$ cat config.mk
export PLATFORM = sky130hd
export DESIGN_NAME = lnk_recover_ctrl
export DESIGN_NICKNAME = d
export VERILOG_FILES = /design/src/rtl/lnk_recover_pkg.sv /design/src/rtl/lnk_suspect_eval.sv /design/src/rtl/lnk_win_judge.sv /design/src/rtl/lnk_recover_ctrl.sv
export SDC_FILE = /design/constraint.sdc
export NUM_CORES = 1
export LEC_CHECK = 0
export ABC_AREA = 1
export BUFFER_PORTS_ARGS = -buffer_cell sky130_fd_sc_hd__buf_2
export CAP_MARGIN = 20
export CORE_AREA = 2 2 93 104
export DETAILED_ROUTE_END_ITERATION = 12
export DIE_AREA = 0 0 95 106
export GPL_TIMING_DRIVEN = 0
export HOLD_SLACK_MARGIN = 0.05
export PLACE_DENSITY = 0.44
export SYNTH_ARGS = -nofsm -noshare
export SYNTH_HDL_FRONTEND = slang
export SYNTH_SLANG_ARGS = --single-unit
$ cat constraint.sdc
create_clock -name clk -period 5.12 [get_ports clk]
set_input_delay 1.024 -clock clk [delete_from_list [all_inputs] [get_ports clk]]
set_output_delay 1.024 -clock clk [all_outputs]
set_load 0.02 [all_outputs]
$ cat src/rtl/lnk_recover_pkg.sv
package lnk_recover_pkg;

    typedef enum logic [2:0] {
        ST_IDLE,
        ST_WIN1,
        ST_LOWER,
        ST_RETRAIN,
        ST_WIN2
    } ctl_state_e;

    typedef enum logic [1:0] {
        RES_HEALTHY   = 2'd0,
        RES_RECOVERED = 2'd1,
        RES_FAILED    = 2'd2
    } run_result_e;

endpackage

$ cat src/rtl/lnk_suspect_eval.sv
module lnk_suspect_eval (
    input  logic dll_act_i,
    input  logic dll_impl_i,
    input  logic bw_mgmt_i,
    output logic suspect_o,
    output logic link_up_o
);
    always_comb begin
        link_up_o = dll_impl_i & dll_act_i;
        if (dll_impl_i) begin
            suspect_o = ~dll_act_i;
        end else begin
            suspect_o = bw_mgmt_i;
        end
    end
endmodule

$ cat src/rtl/lnk_win_judge.sv
module lnk_win_judge #(
    parameter int WIN_CYC = 20_000_000
) (
    input  logic clk,
    input  logic rst,
    input  logic begin_i,
    input  logic link_up_i,
    input  logic training_i,
    output logic end_o,
    output logic pass_o
);
    localparam int CW   = (WIN_CYC > 2) ? $clog2(WIN_CYC) : 1;
    localparam int HALF = WIN_CYC / 2;

    typedef struct packed {
        logic          act;
        logic [CW-1:0] cnt;
        logic          seen;
        logic          quiet;
    } judge_t;

    judge_t s_q, s_d;
    logic   in_late;
    logic   last;

    always_comb begin
        s_d     = s_q;
        in_late = (s_q.cnt >= CW'(HALF));
        last    = s_q.act && (s_q.cnt == CW'(WIN_CYC - 1));
        end_o   = last;
        pass_o  = s_q.seen | link_up_i | (s_q.quiet & ~training_i);
        if (s_q.act) begin
            if (link_up_i) begin
                s_d.seen = 1'b1;
            end
            if (in_late && training_i) begin
                s_d.quiet = 1'b0;
            end
            if (last) begin
                s_d.act = 1'b0;
            end else begin
                s_d.cnt = s_q.cnt + 1'b1;
            end
        end
        if (begin_i) begin
            s_d.act   = 1'b1;
            s_d.cnt   = '0;
            s_d.seen  = 1'b0;
            s_d.quiet = 1'b1;
        end
    end

    always_ff @(posedge clk) begin
        if (rst) begin
            s_q <= '0;
        end else begin
            s_q <= s_d;
        end
    end
endmodule

$ cat src/rtl/lnk_recover_ctrl.sv
module lnk_recover_ctrl
    import lnk_recover_pkg::*;
#(
    parameter int WIN_CYC = 20_000_000,
    parameter int SPD_W   = 4,
    parameter int LOW_SPD = 1
) (
    input  logic             clk,
    input  logic             rst,
    input  logic             start_i,
    input  logic             dll_act_i,
    input  logic             dll_impl_i,
    input  logic             bw_mgmt_i,
    input  logic             training_i,
    input  logic [SPD_W-1:0] cur_spd_i,
    output logic             spd_wr_o,
    output logic [SPD_W-1:0] spd_wdata_o,
    output logic             retrain_o,
    output logic             done_o,
    output logic [1:0]       result_o
);
    localparam logic [SPD_W-1:0] LOW_CODE = SPD_W'(LOW_SPD);

    typedef struct packed {
        ctl_state_e       st;
        logic             wr;
        logic [SPD_W-1:0] wdata;
        logic             retrain;
        logic             done;
        logic [1:0]       result;
        logic [SPD_W-1:0] saved;
    } ctl_t;

    ctl_t c_q, c_d;
    logic suspect;
    logic link_up;
    logic win_begin;
    logic win_end;
    logic win_pass;

    lnk_suspect_eval i_eval (
        .dll_act_i  (dll_act_i),
        .dll_impl_i (dll_impl_i),
        .bw_mgmt_i  (bw_mgmt_i),
        .suspect_o  (suspect),
        .link_up_o  (link_up)
    );

    lnk_win_judge #(.WIN_CYC(WIN_CYC)) i_judge (
        .clk        (clk),
        .rst        (rst),
        .begin_i    (win_begin),
        .link_up_i  (link_up),
        .training_i (training_i),
        .end_o      (win_end),
        .pass_o     (win_pass)
    );

    always_comb begin
        c_d         = c_q;
        c_d.wr      = 1'b0;
        c_d.retrain = 1'b0;
        c_d.done    = 1'b0;
        win_begin   = 1'b0;
        unique case (c_q.st)
            ST_IDLE: begin
                if (start_i) begin
                    if (suspect) begin
                        win_begin = 1'b1;
                        c_d.st    = ST_WIN1;
                    end else begin
                        c_d.done   = 1'b1;
                        c_d.result = RES_HEALTHY;
                    end
                end
            end
            ST_WIN1: begin
                if (win_end) begin
                    if (win_pass) begin
                        c_d.done   = 1'b1;
                        c_d.result = RES_HEALTHY;
                        c_d.st     = ST_IDLE;
                    end else begin
                        c_d.saved = cur_spd_i;
                        c_d.wr    = 1'b1;
                        c_d.wdata = LOW_CODE;
                        c_d.st    = ST_LOWER;
                    end
                end
            end
            ST_LOWER: begin
                c_d.retrain = 1'b1;
                c_d.st      = ST_RETRAIN;
            end
            ST_RETRAIN: begin
                win_begin = 1'b1;
                c_d.st    = ST_WIN2;
            end
            ST_WIN2: begin
                if (win_end) begin
                    c_d.done = 1'b1;
                    c_d.st   = ST_IDLE;
                    if (win_pass) begin
                        c_d.result = RES_RECOVERED;
                    end else begin
                        c_d.wr     = 1'b1;
                        c_d.wdata  = c_q.saved;
                        c_d.result = RES_FAILED;
                    end
                end
            end
            default: c_d.st = ST_IDLE;
        endcase
    end

    always_ff @(posedge clk) begin
        if (rst) begin
            c_q    <= '0;
            c_q.st <= ST_IDLE;
        end else begin
            c_q <= c_d;
        end
    end

    assign spd_wr_o    = c_q.wr;
    assign spd_wdata_o = c_q.wdata;
    assign retrain_o   = c_q.retrain;
    assign done_o      = c_q.done;
    assign result_o    = c_q.result;
endmodule

==> results <==
- The run finished with clean final reports.
- The class of the tightest hold or removal check is reg2reg.
- The count of warnings emitted by yosys is 0.
- The number of distinct standard cells referenced by the synthesized netlist is 30.
- Of the total synthesized cell area, the portion taken by full adders, half adders and majority gates is 0.00940.
- The post-detailed-placement cell area is 2900 sq um.
- The number of antenna diodes is 0.
- The number of antenna violations at the first check in global routing is 0.
- The final layout contains roughly 470 nets.
- Buffers placed on the I/O ports in this run total 18.
- The minimum clock period after layout is around 2.3 ns.
- In this run the critical register-to-register path is launched from i_judge.s_q[2].
- Of the total power, the clock network draws 0.409.
- Of the available clock period, the critical path in the final layout requires 0.442.
- The number of nets handed over by synthesis was between 400 and 500.
- The number of buffers inserted to repair setup after CTS is 0.
- The initialized floorplan defines 37 standard-cell rows.
- The number of H-tree branching levels is 2.
- The DRC violation count after routing is 0.
- The global routing usage summed across all routing layers is 0.159.
- The cell taking the most area after synthesis is sky130_fd_sc_hd__dfxtp_1.
- The final setup violation count is 0.
- Setup total negative slack on the finished layout was measured at 0 ns.
- The core area is 9120 sq um.
- After synthesis the cells add up to about 2700 sq um.
- Of the post-synthesis cell area, the dominant cell type holds 0.331.
- The switching portion of total power is 0.263.
- The path with the worst hold slack has its endpoint at spd_wdata_o[3].
- The number of top-level pins is 20.
- The number of gates resized after CTS was 0.
- Counting along the longest clock path gives a buffer depth of 2.
- The data arrival time of the critical path is around 2.4 ns.
- The CTS sink count is 44.
- The worst register-to-register path has a depth of 8.
- The weighted congestion at the end of routability-driven global placement is ~0.86.
- The XOR/XNOR share of the synthesized area is 0.0230.
- With fillers left out, the area of the finished cells amounts to roughly 3000 sq um.
- Of the total power, registers draw 0.504.
- The detailed-route vias per instance is about 4.5.
- The first detailed-routing pass took 4 iterations.
- The required time of the critical path is ~5.3 ns.
- The clock latency reported for the late side of the worst-skew pair is 0.31 ns.
- The relative slew slack is 0.497.
- The number of buffers created by CTS is 5.
- The worst IR drop on VDD is 0.132 mV.
- After synthesis, the cell types taking the most area are sky130_fd_sc_hd__dfxtp_1 (33%), sky130_fd_sc_hd__nand2_1 (19%), sky130_fd_sc_hd__nor2_1 (8.9%), sky130_fd_sc_hd__inv_1 (6.6%), sky130_fd_sc_hd__a21oi_1 (6.6%).
- The synthesized instance count is approximately 430.
- The DRC marker count from the first detailed-route iteration is between 90 and 100.
- The power density over the cells is between 200 and 250 nW/um^2.
- Dividing the synthesized area by the synthesized cell count gives 6.23 sq um.
- The mux cell area share after synthesis is 0.
- The clock transition at the registers of the reported paths is ~0.090 ns.
- The worst hold path passes through 2 cells.
- The hold-fix buffer count after cts is 0.
- The number of hold violations in the final report is 0.
- In the final routed layout, each cell accounts on average for around 13 um.
- Max-cap violations in this run came to 0.
- The clock tree from TritonCTS is built.
- The signed area change from the synthesized netlist to the final layout is 13.2%.
- Summed over all layers, the global routing overflow is 0.
- For this design the total switching power over the nets is 0.182 mW.
- The transition at the pin with the smallest max-transition slack is 0.748 ns.
- The type of the worst setup path is in2reg.
- The global-route wire length before repair is 12300 um.
- The area enclosed by the die boundary is slightly above 10000 sq um.
- For this run, the register share of the synthesized area comes to 0.331.
- The largest net degree at the start of global routing is 16.
- The internal power of the cells is 0.513 mW.
- The worst setup path is launched from an input port.
- The internal reg-to-reg setup slack is slightly above 3 ns.
- STA classifies the critical path endpoint as a flop.
- Timing would allow up to 442 MHz.
- The via count of the first global-routing pass is approximately 2.5k.
- The critical-path maximum fanout is 10.
- Summed over all nets, the half-perimeter wirelength after detailed placement is approximately 5600 um.
- The worst hold path begins at spd_wdata_o[3].
- The count of final max-slew check failures is 0.
- The vertical die dimension is approximately 110 um.
- The fraction of the mapped netlist area in simple logic gates is 0.425.
- The part of the power in combinational logic is 0.087.
- By area, the combinational part of the netlist is dominated by simple AND/OR/NAND/NOR gates.
- For the final database, setup skew stands at between 0.008 and 0.009 ns.
- The fraction of the mapped netlist area in compound gates was 0.103.
- The starting density of the core is 0.292.
- The remaining number of nets flagged by the antenna check after routing is 0.
- The die outline width is 95 um.
- The routed wire length is approximately 7200 um.
- Setup repair after global routing left no endpoint under its margin.
- The end of the worst register-to-register path is c_q[1].
- The vias after detailed routing is about 2.6k.
- For this design the static power due to leakage is 1.22 nW.
- The fraction of final layout cells with drive strength greater than 1 is 0.130.
- The root cell of the clock tree is sky130_fd_sc_hd__clkbuf_8.
- Counting flops and latches in the post-synthesis netlist gives 44.
## layout by cell type (no fill, tap or decap), drive strengths merged
cell / n
nor2: 68
nand3b: 7
xor2: 7
dfxtp: 44
or2: 1
clkinv: 1
bufinv: 1
nand4: 11
inv: 51
clkbuf: 6
o21a: 1
nand3: 22
o21bai: 1
clkinvlp: 1
nand2: 135
buf: 33
ha: 2
nor3: 9
a21oi: 36
o21ai: 15
nor3b: 1
## worst max-delay path by stage
stage                     from         endpoint  cells past startpoint
floorplan           dll_impl_i   i_judge.s_q[6]                      8
global placement           rst  i_judge.s_q[18]                      5
detailed placement         rst  i_judge.s_q[17]                      5
CTS                        rst  i_judge.s_q[17]                      5
global route               rst  i_judge.s_q[26]                      5
finish                     rst  i_judge.s_q[26]                      5
## kinds of logic (layout without fill, tap and decap cells)
group           after synthesis  count (layout)
simple gates                254             254
buf+inv                      67              93
compound gates               53              53
flops                        44              44
fa+ha+maj                     2               2
xor+xnor                      7               7
## metrics by stage
step,hold slack [ns],instances,util,setup WS (ns),power [mW]
global route,0.469,570,0.330,2.63,0.730
finish,0.452,570,0.330,2.86,0.695
detailed placement,0.441,562,0.318,2.49,0.420
global placement,0.434,562,0.318,2.45,0.420
floorplan,0.420,427,-,3.06,0.399
CTS,0.457,570,0.330,2.83,0.710
## area by class of cell
cell class	count	area [sq um]
fillers	1013	6110
multi-input cells	316	1490
flip-flops and latches	44	881
inverters	51	191
well taps	117	146
plain buffers	16	96.3
repair buffers	18	90.1
clock buffers	5	68.8
clock inverters	3	46.3
## registers in the layout, indices dropped and copies added (netlist names)
name and cells:
retrain_o 1, spd_wr_o 1, i_judge.s_q 28, c_q 7, done_o 1, spd_wdata_o 4, result_o 2
## synth_stat cells
cell type,n
sky130_fd_sc_hd__nand2_1,132
sky130_fd_sc_hd__nor2_1,63
sky130_fd_sc_hd__inv_1,47
sky130_fd_sc_hd__dfxtp_1,44
sky130_fd_sc_hd__a21oi_1,35
sky130_fd_sc_hd__nand3_1,19
sky130_fd_sc_hd__o21ai_0,14
sky130_fd_sc_hd__nand4_1,9
sky130_fd_sc_hd__nor3_1,9
sky130_fd_sc_hd__buf_2,8
sky130_fd_sc_hd__buf_4,7
sky130_fd_sc_hd__nand3b_1,7
sky130_fd_sc_hd__xor2_1,7
sky130_fd_sc_hd__inv_2,3
sky130_fd_sc_hd__nand2_2,3
sky130_fd_sc_hd__nand3_2,3
sky130_fd_sc_hd__ha_1,2
sky130_fd_sc_hd__nor2_2,2
sky130_fd_sc_hd__nor2_4,2
sky130_fd_sc_hd__a21oi_2,1
sky130_fd_sc_hd__clkbuf_1,1
sky130_fd_sc_hd__clkinv_1,1
sky130_fd_sc_hd__nand4_2,1
sky130_fd_sc_hd__nand4_4,1
sky130_fd_sc_hd__nor2_8,1
sky130_fd_sc_hd__nor3b_1,1
sky130_fd_sc_hd__o21a_1,1
sky130_fd_sc_hd__o21ai_1,1
sky130_fd_sc_hd__o21bai_1,1
sky130_fd_sc_hd__or2_2,1
## critical path, stage by stage
cell                       delay (ns)
sky130_fd_sc_hd__buf_2           0.19
sky130_fd_sc_hd__clkinv_1        0.29
sky130_fd_sc_hd__nand2_1         0.34
sky130_fd_sc_hd__clkbuf_1        0.50
sky130_fd_sc_hd__a21oi_1         0.08
## power by group through the flow
stage | Clock [mW] | Sequential [mW] | Combinational (mW)
finish | 0.284 | 0.350 | 0.0605
detailed placement | 0 | 0.358 | 0.0618
CTS | 0.298 | 0.350 | 0.0619
global placement | 0 | 0.358 | 0.0615
global route | 0.309 | 0.351 | 0.0697
floorplan | 0 | 0.358 | 0.0413
## per-layer routing
metal	track usage	share of wire	routed length, um
met2	0.251	0.45	3260
met3	0.0283	0.029	205
met4	0.0497	0.014	97
met1	0.219	0.50	3610
met5	0	0	0
No activity file was read; power rests on OpenSTA's default activity.
